## src/rtl/pll_cfg_reg.sv

```systemverilog
module pll_cfg_reg #(
  parameter int PRE_W   = 6,
  parameter int MUL_W   = 9,
  parameter int PST_W   = 2,
  parameter int PRE_MIN = 2,
  parameter int MUL_MIN = 64,
  parameter int MUL_MAX = 432,
  parameter int PRE_RST = 16,
  parameter int MUL_RST = 192,
  parameter int PST_RST = 0
) (
  input  logic        clk,
  input  logic        rst_n,
  input  logic        main_pll_on,
  input  logic        audio_pll_on,
  input  logic        wr_sel,
  input  logic [31:0] wr_data,
  input  logic [3:0]  wr_strb,
  input  logic        blk_clr,
  output logic [31:0] rd_data,
  output logic [3:0]  post_div,
  output logic        cfg_valid,
  output logic        wr_blocked
);

  localparam int MUL_LSB = PRE_W;
  localparam int PST_LSB = 16;
  localparam logic [31:0] RW_MASK =
    (32'((1 << PRE_W) - 1)) | (32'((1 << MUL_W) - 1) << MUL_LSB) | (32'((1 << PST_W) - 1) << PST_LSB);

  logic [PRE_W-1:0] pre_q;
  logic [MUL_W-1:0] mul_q;
  logic [PST_W-1:0] pst_q;

  wire size_ok  = (wr_strb == 4'b0011) || (wr_strb == 4'b1111);
  wire pre_hit  = wr_sel & wr_strb[0];
  wire mul_hit  = wr_sel & (wr_strb[0] | wr_strb[1]);
  wire pst_hit  = wr_sel & wr_strb[2];
  wire pre_ok   = pre_hit & ~main_pll_on & ~audio_pll_on;
  wire mul_ok   = mul_hit & ~main_pll_on & size_ok;
  wire pst_ok   = pst_hit & ~main_pll_on;
  wire drop     = (pre_hit & ~pre_ok) | (mul_hit & ~mul_ok) | (pst_hit & ~pst_ok);

  always_ff @(posedge clk) begin
    if (!rst_n) begin
      pre_q <= PRE_W'(PRE_RST);
      mul_q <= MUL_W'(MUL_RST);
      pst_q <= PST_W'(PST_RST);
    end else begin
      if (pre_ok) pre_q <= wr_data[PRE_W-1:0];
      if (mul_ok) mul_q <= wr_data[MUL_LSB +: MUL_W];
      if (pst_ok) pst_q <= wr_data[PST_LSB +: PST_W];
    end
  end

  always_ff @(posedge clk) begin
    if (!rst_n)       wr_blocked <= 1'b0;
    else if (drop)    wr_blocked <= 1'b1;
    else if (blk_clr) wr_blocked <= 1'b0;
  end

  always_comb begin
    rd_data = '0;
    rd_data[PRE_W-1:0]        = pre_q;
    rd_data[MUL_LSB +: MUL_W] = mul_q;
    rd_data[PST_LSB +: PST_W] = pst_q;
  end

  assign post_div  = 4'({pst_q, 1'b0}) + 4'd2;
  assign cfg_valid = (32'(pre_q) >= PRE_MIN) && (32'(mul_q) >= MUL_MIN) && (32'(mul_q) <= MUL_MAX);

  AST_MUL_LOCK: assert property (@(posedge clk) disable iff (!rst_n)
    main_pll_on |=> $stable(rd_data[MUL_LSB +: MUL_W]));
  AST_PST_LOCK: assert property (@(posedge clk) disable iff (!rst_n)
    main_pll_on |=> $stable(post_div));
  AST_PRE_LOCK: assert property (@(posedge clk) disable iff (!rst_n)
    (main_pll_on || audio_pll_on) |=> $stable(rd_data[PRE_W-1:0]));
  AST_MUL_SIZE: assert property (@(posedge clk) disable iff (!rst_n)
    (wr_strb != 4'b0011 && wr_strb != 4'b1111) |=> $stable(rd_data[MUL_LSB +: MUL_W]));
  AST_IDLE_HOLD: assert property (@(posedge clk) disable iff (!rst_n)
    (!wr_sel || wr_strb == 4'b0000) |=> $stable(rd_data));
  AST_WORD_READBACK: assert property (@(posedge clk) disable iff (!rst_n)
    (wr_sel && wr_strb == 4'b1111 && !main_pll_on && !audio_pll_on)
      |=> rd_data == ($past(wr_data) & RW_MASK));
  AST_BLOCK_SET: assert property (@(posedge clk) disable iff (!rst_n)
    (wr_sel && wr_strb[2] && main_pll_on) |=> wr_blocked);
  AST_BLOCK_STICKY: assert property (@(posedge clk) disable iff (!rst_n)
    (wr_blocked && !blk_clr) |=> wr_blocked);
  AST_DECODE_EVEN: assert property (@(posedge clk) disable iff (!rst_n)
    !post_div[0] && post_div >= 4'd2 && post_div <= 4'd8);

endmodule

```

## config.mk

```make
export PLATFORM = sky130hd
export DESIGN_NAME = pll_cfg_reg
export DESIGN_NICKNAME = d
export VERILOG_FILES = /design/src/rtl/pll_cfg_reg.sv
export SDC_FILE = /design/constraint.sdc
export NUM_CORES = 1
export LEC_CHECK = 0
export ABC_AREA = 1
export ABC_CLOCK_PERIOD_IN_PS = 1100
export BUFFER_PORTS_ARGS = -buffer_cell sky130_fd_sc_hd__buf_2
export CAP_MARGIN = 25
export CORE_UTILIZATION = 38
export DETAILED_ROUTE_END_ITERATION = 6
export PLACE_DENSITY = 0.81
export SLEW_MARGIN = 25
export SYNTH_ARGS = -nofsm -noshare
export SYNTH_HDL_FRONTEND = slang
export SYNTH_SLANG_ARGS = --single-unit
```

## constraint.sdc

```tcl
create_clock -name clk -period 1.1 [get_ports clk]
set_input_delay 0.165 -clock clk [delete_from_list [all_inputs] [get_ports clk]]
set_output_delay 0.165 -clock clk [all_outputs]
set_load 0.05 [all_outputs]
```

# ---- Word level (Yosys, flattened, before mapping)
# Cells that the tools add are included.
dict set report classes {
  add_sub_neg 1
  magnitude_cmp 3
  n_eq_ne 2
  muxes 2
  bitwise 19
  reduce_logical 4
}
# cell count
set op_table {}
lappend op_table {{AND 1 bit} 11}
lappend op_table {{greater-or-equal comparator 9 x 7 -> 1 bit (second input constant)} 1}
lappend op_table {{less-or-equal comparator 9 bit (second input constant)} 1}
lappend op_table {{greater-or-equal comparator 6 x 2 -> 1 bit (second input constant)} 1}
lappend op_table {{inverter 1 bit} 5}
lappend op_table {{adder 3 x 2 -> 4 bit (second input constant)} 1}
lappend op_table {{== test 4 x 2 -> 1 bit (second input constant)} 1}
lappend op_table {{== test 4 bit (second input constant)} 1}
lappend op_table {{bitwise OR 1 bit} 3}
lappend op_table {{logical AND 1 bit} 2}
lappend op_table {{two-way mux 1 bit} 2}
lappend op_table {{nonzero test 2 bit} 1}
lappend op_table {{logical OR 1 bit} 1}
dict set report word_totals {
  reg_bits 18
  input_bits 42
  output_inout_bits 38
}

# ---- Longest topological paths before layout
dict set report logic_depth {
  ltp_word 9
  depth_mapped 7
}

# ---- Least setup slack after synthesis
# Ideal clock, no wire load.
dict set report synth_path {
  path_kind {reg-to-output}
  start {register mul_q[6]}
  end {output cfg_valid}
  arrival_time_ps 1558
  slack_ps -623
  path_stages_with_launch 5
  path_cell_list {dfxtp_1 inv_1 nand2_1 o21ai_0 nor2_1}
}
dict set report synth_via {
  elab_chain_len 3
  word_cells_on_any_way 4
  classes_between {2 x order compare; 2 x reduce/logical}
}
# element line
set synth_lines {}
lappend synth_lines {{from (decl)} 32} ;# logic [MUL_W-1:0] mul_q;
lappend synth_lines {{from (signal assigned)} 47} ;# mul_q <= MUL_W'(MUL_RST);
lappend synth_lines {{from (signal assigned)} 51} ;# if (mul_ok) mul_q <= wr_data[MUL_LSB +: MUL_W];
lappend synth_lines {{greater-or-equal comparator 9 x 7 -> 1 bit} 70} ;# assign cfg_valid = (32'(pre_q) >= PRE_MIN) && (32'(mul_q) >= MUL_MIN) && (32'(mul_q) <= MUL_MAX);
lappend synth_lines {{logical AND 1 bit} 70}
lappend synth_lines {{logical AND 1 bit (*)} 70}
lappend synth_lines {{to (decl)} 22} ;# output logic cfg_valid,
# Every way passes the cells marked *; elsewhere a longest branch is shown, timed or not.

# ---- Worst setup path in the final report
dict set report layout_path {
  start {register pre_q[2]}
  end {output cfg_valid}
}
dict set report layout_via {
  elab_chain_len 3
}
# element line
set layout_lines {}
lappend layout_lines {{from (decl)} 31} ;# logic [PRE_W-1:0] pre_q;
lappend layout_lines {{from (signal assigned)} 46} ;# pre_q <= PRE_W'(PRE_RST);
lappend layout_lines {{from (signal assigned)} 50} ;# if (pre_ok) pre_q <= wr_data[PRE_W-1:0];
lappend layout_lines {{greater-or-equal comparator 6 x 2 -> 1 bit} 70}
lappend layout_lines {{logical AND 1 bit (2 in a row)} 70}
# No other way between the ends.

==> results.md <==
* Largest net degree at the start of global routing at 19
* Ports at 80
* Endpoints failing hold at 0
* Area Overhead vs Synth at 48.3%
* First drt pass iteration count at 4
* H-tree levels at 1
* Post-Synthesis Cells at 138
* Share of cells above drive strength 1 at 0.455
* Worst-Skew Late Latency at 280 ps
* Routability congestion estimate at 0.725
* Clock Power Share at 0.211
* Netlist cell types at 19
* CP Capture Type: output port
* Post-DP HPWL at 1700 µm
* Cell Pwr Density at 1010 nW/µm²
* Failing checks: negative setup slack
* Buffer and inverter count on the worst path at 2
* Sequential share of power at 0.461
* Root buffer cell: clkbuf_4
* Total Power at 1500 µW
* Buffer count from post-CTS setup fixing at 0
* Reg2reg setup slack at 380 ps
* Power share of the combinational group at 0.328
* Leak at 0.000777 µW
* Min-Delay Path Class: input port to flip-flop
* Sw frac at 0.362
* RSZ-0062 raised after global routing: yes
* Top cells by area, synth: dfxtp_1, buf_4, nor2_1
* Horiz. Die Dim at 53.3 µm
* Max Clk Rate at 740 MHz
* Total wire length at 2200 µm
* Slew Limit Fails at 0
* Final period util at 1.23
* PortBufs at 48
* Register area share after synthesis at 0.360
* Worst hold path endpoint: pre_q[4]
* DR iter-0 viols at 7
* Drt drc at 0
* Max Cap Viol at 0
* Leading area contributor after synthesis: dfxtp_1
* Critical Path Max Stage Delay at 330 ps
* Most frequent cell after synthesis: nor2_1
* Core Area at 2480 µm²
* Clock buffer depth at 2
* Final antenna-violating net count at 0
* Die footprint at 2840 µm²
* CP Class: flip-flop to output port
* Place WS at -39.3 ps
* Switching power at 541 µW
* Avg WL per Cell at 9.67 µm
* Slowest stage cell, crit path: dfxtp_2
* Starting Density at 0.404
* Number of global-route vias before repair at 841
* Total gr overflow at 0
* Post-synth EDFFs at 0
* Crit path max fanout at 2
* Inserted Clock Buffers at 3
* Initial antenna violation count at 0
* Arr. time, crit path at 1190 ps
* Final core utilization at 0.598
* Main flop type after synthesis: dfxtp_1
* Clock net sink count at 18
* Worst hold start: wr_data[4]
* Critical Path, Cell by Cell: nor2_1 > nand2_1 > o21ai_1 > buf_4 > nor2_4 > buf_8
* Synth cell count leaders: nor2_1, nand2_1, dfxtp_1, buf_4, inv_1
* RR Startpoint: mul_q[3]
* Cell Area, Synth at 1000 µm²
* Global-route wire length before repair at 3380 µm
* Syn avg cell area at 7.24 µm²
* Fin Clk Skew at 0 ps
* Crit path time final at 1350 ps
* WP data required at 940 ps
* Critical path's top delay family: flip-flops
* Hold Path Stages at 3
* Hold Buf Count CTS at 0
* Synth Register Bits at 18
* FF-to-FF End: mul_q[3]
* Via/cell ratio at 4.40
* Pint at 955 µW
* Total global-route track usage at 0.163
* Clock Pin Slew Worst Setup and Hold Paths at 100 ps
* Final worst slack at -251 ps
* Vias at 1003
* Critical Path Start Type: flip-flop
* Setup Viol. Count Final at 3
* Row cnt at 18
* Reg2Reg Depth at 3
* CTS tree: yes
* Final nets at 243
* Number of diodes at 0
* Top-area cell type share of the netlist area at 0.360
* Ys async rst share at 0
* VDD IR-drop max at 720 µV
* Yosys warns at 0
* Die Ht at 53.3 µm
* Status: complete, but fails checks
-- cell families after synthesis --
| family | Yosys count | synth area share |
|---|---|---|
| adders and majority gates | 1 | 0.0125 |
| buffers and inverters | 30 | 0.200 |
| and+or+nand+nor | 68 | 0.313 |
| DFF | 18 | 0.360 |
| other | 1 | 0.00375 |
| AOI/OAI and AO/OA | 20 | 0.110 |
-- repair_timing --
item / in CTS / in global routing
setup endpoints to repair: 15 / 17
hold endpoints to repair: 0 / 0
pin swaps: 2 / 1
gates resized for setup: 25 / 17
-- flip-flops by register name, summed over array words and instances (netlist names) --
name        flops
mul_q           9
pre_q           6
pst_q           2
wr_blocked      1
-- worst max-delay path by stage --
| stage | from | end | slack, ps | cells after the start |
|---|---|---|---|---|
| finish | pre_q[2] | cfg_valid | -250 | 6 |
| global route | pre_q[5] | cfg_valid | -330 | 6 |
| CTS | pre_q[3] | cfg_valid | -270 | 6 |
| detailed placement | main_pll_on | pre_q[5] | -40 | 6 |
| global placement | mul_q[8] | cfg_valid | -30 | 6 |
| floorplan | mul_q[6] | cfg_valid | -130 | 4 |
-- layout by cell type, fill, tap and decap left out, types with 8 or more instances in the layout --
master | netlist | final
buf_2 | 1 | 30
nor2_1 | 26 | 25
nand2_1 | 24 | 24
conb_1 | 1 | 16
dfxtp_2 | 0 | 15
buf_4 | 16 | 14
buf_6 | 0 | 12
inv_1 | 10 | 9
a21oi_1 | 9 | 8
nand3_1 | 8 | 8
-- power groups by stage --
stage / Combinational, µW / Clock (µW) / Sequential (µW)
final: 491 / 315 / 690
after global placement: 448 / 0 / 703
after detailed placement: 452 / 0 / 704
after floorplan: 306 / 0 / 782
after CTS: 479 / 334 / 691
after global routing: 526 / 364 / 693
-- routing by layer --
layer,global-route usage,share of wire
met5,0,0
met4,0.0526,0
met3,0.0431,0.073
met2,0.310,0.51
met1,0.169,0.41
-- stage by stage --
step	setup TNS, ps	hold slack, ps	instance area (µm²)	cells
after floorplan	-132	278	1090	153
after global placement	-27.1	370	1330	225
after detailed placement	-110	370	1330	225
after CTS	-397	66.2	1430	228
after global routing	-573	93.5	1480	228
final	-389	77.0	1480	228
-- area by class of cell --
type,instances,area [µm²]
flip-flops and latches,18,383
clock buffers,3,22.5
repair buffers,62,483
multi-input cells,105,519
well taps,30,37.5
inverters,10,37.5
fillers,248,995
-- worst min-delay path: stages --
cell,delay [ps]
buf_2,70
nand2_1,40
nand3_1,50
Power figures use the tool's default switching activity.
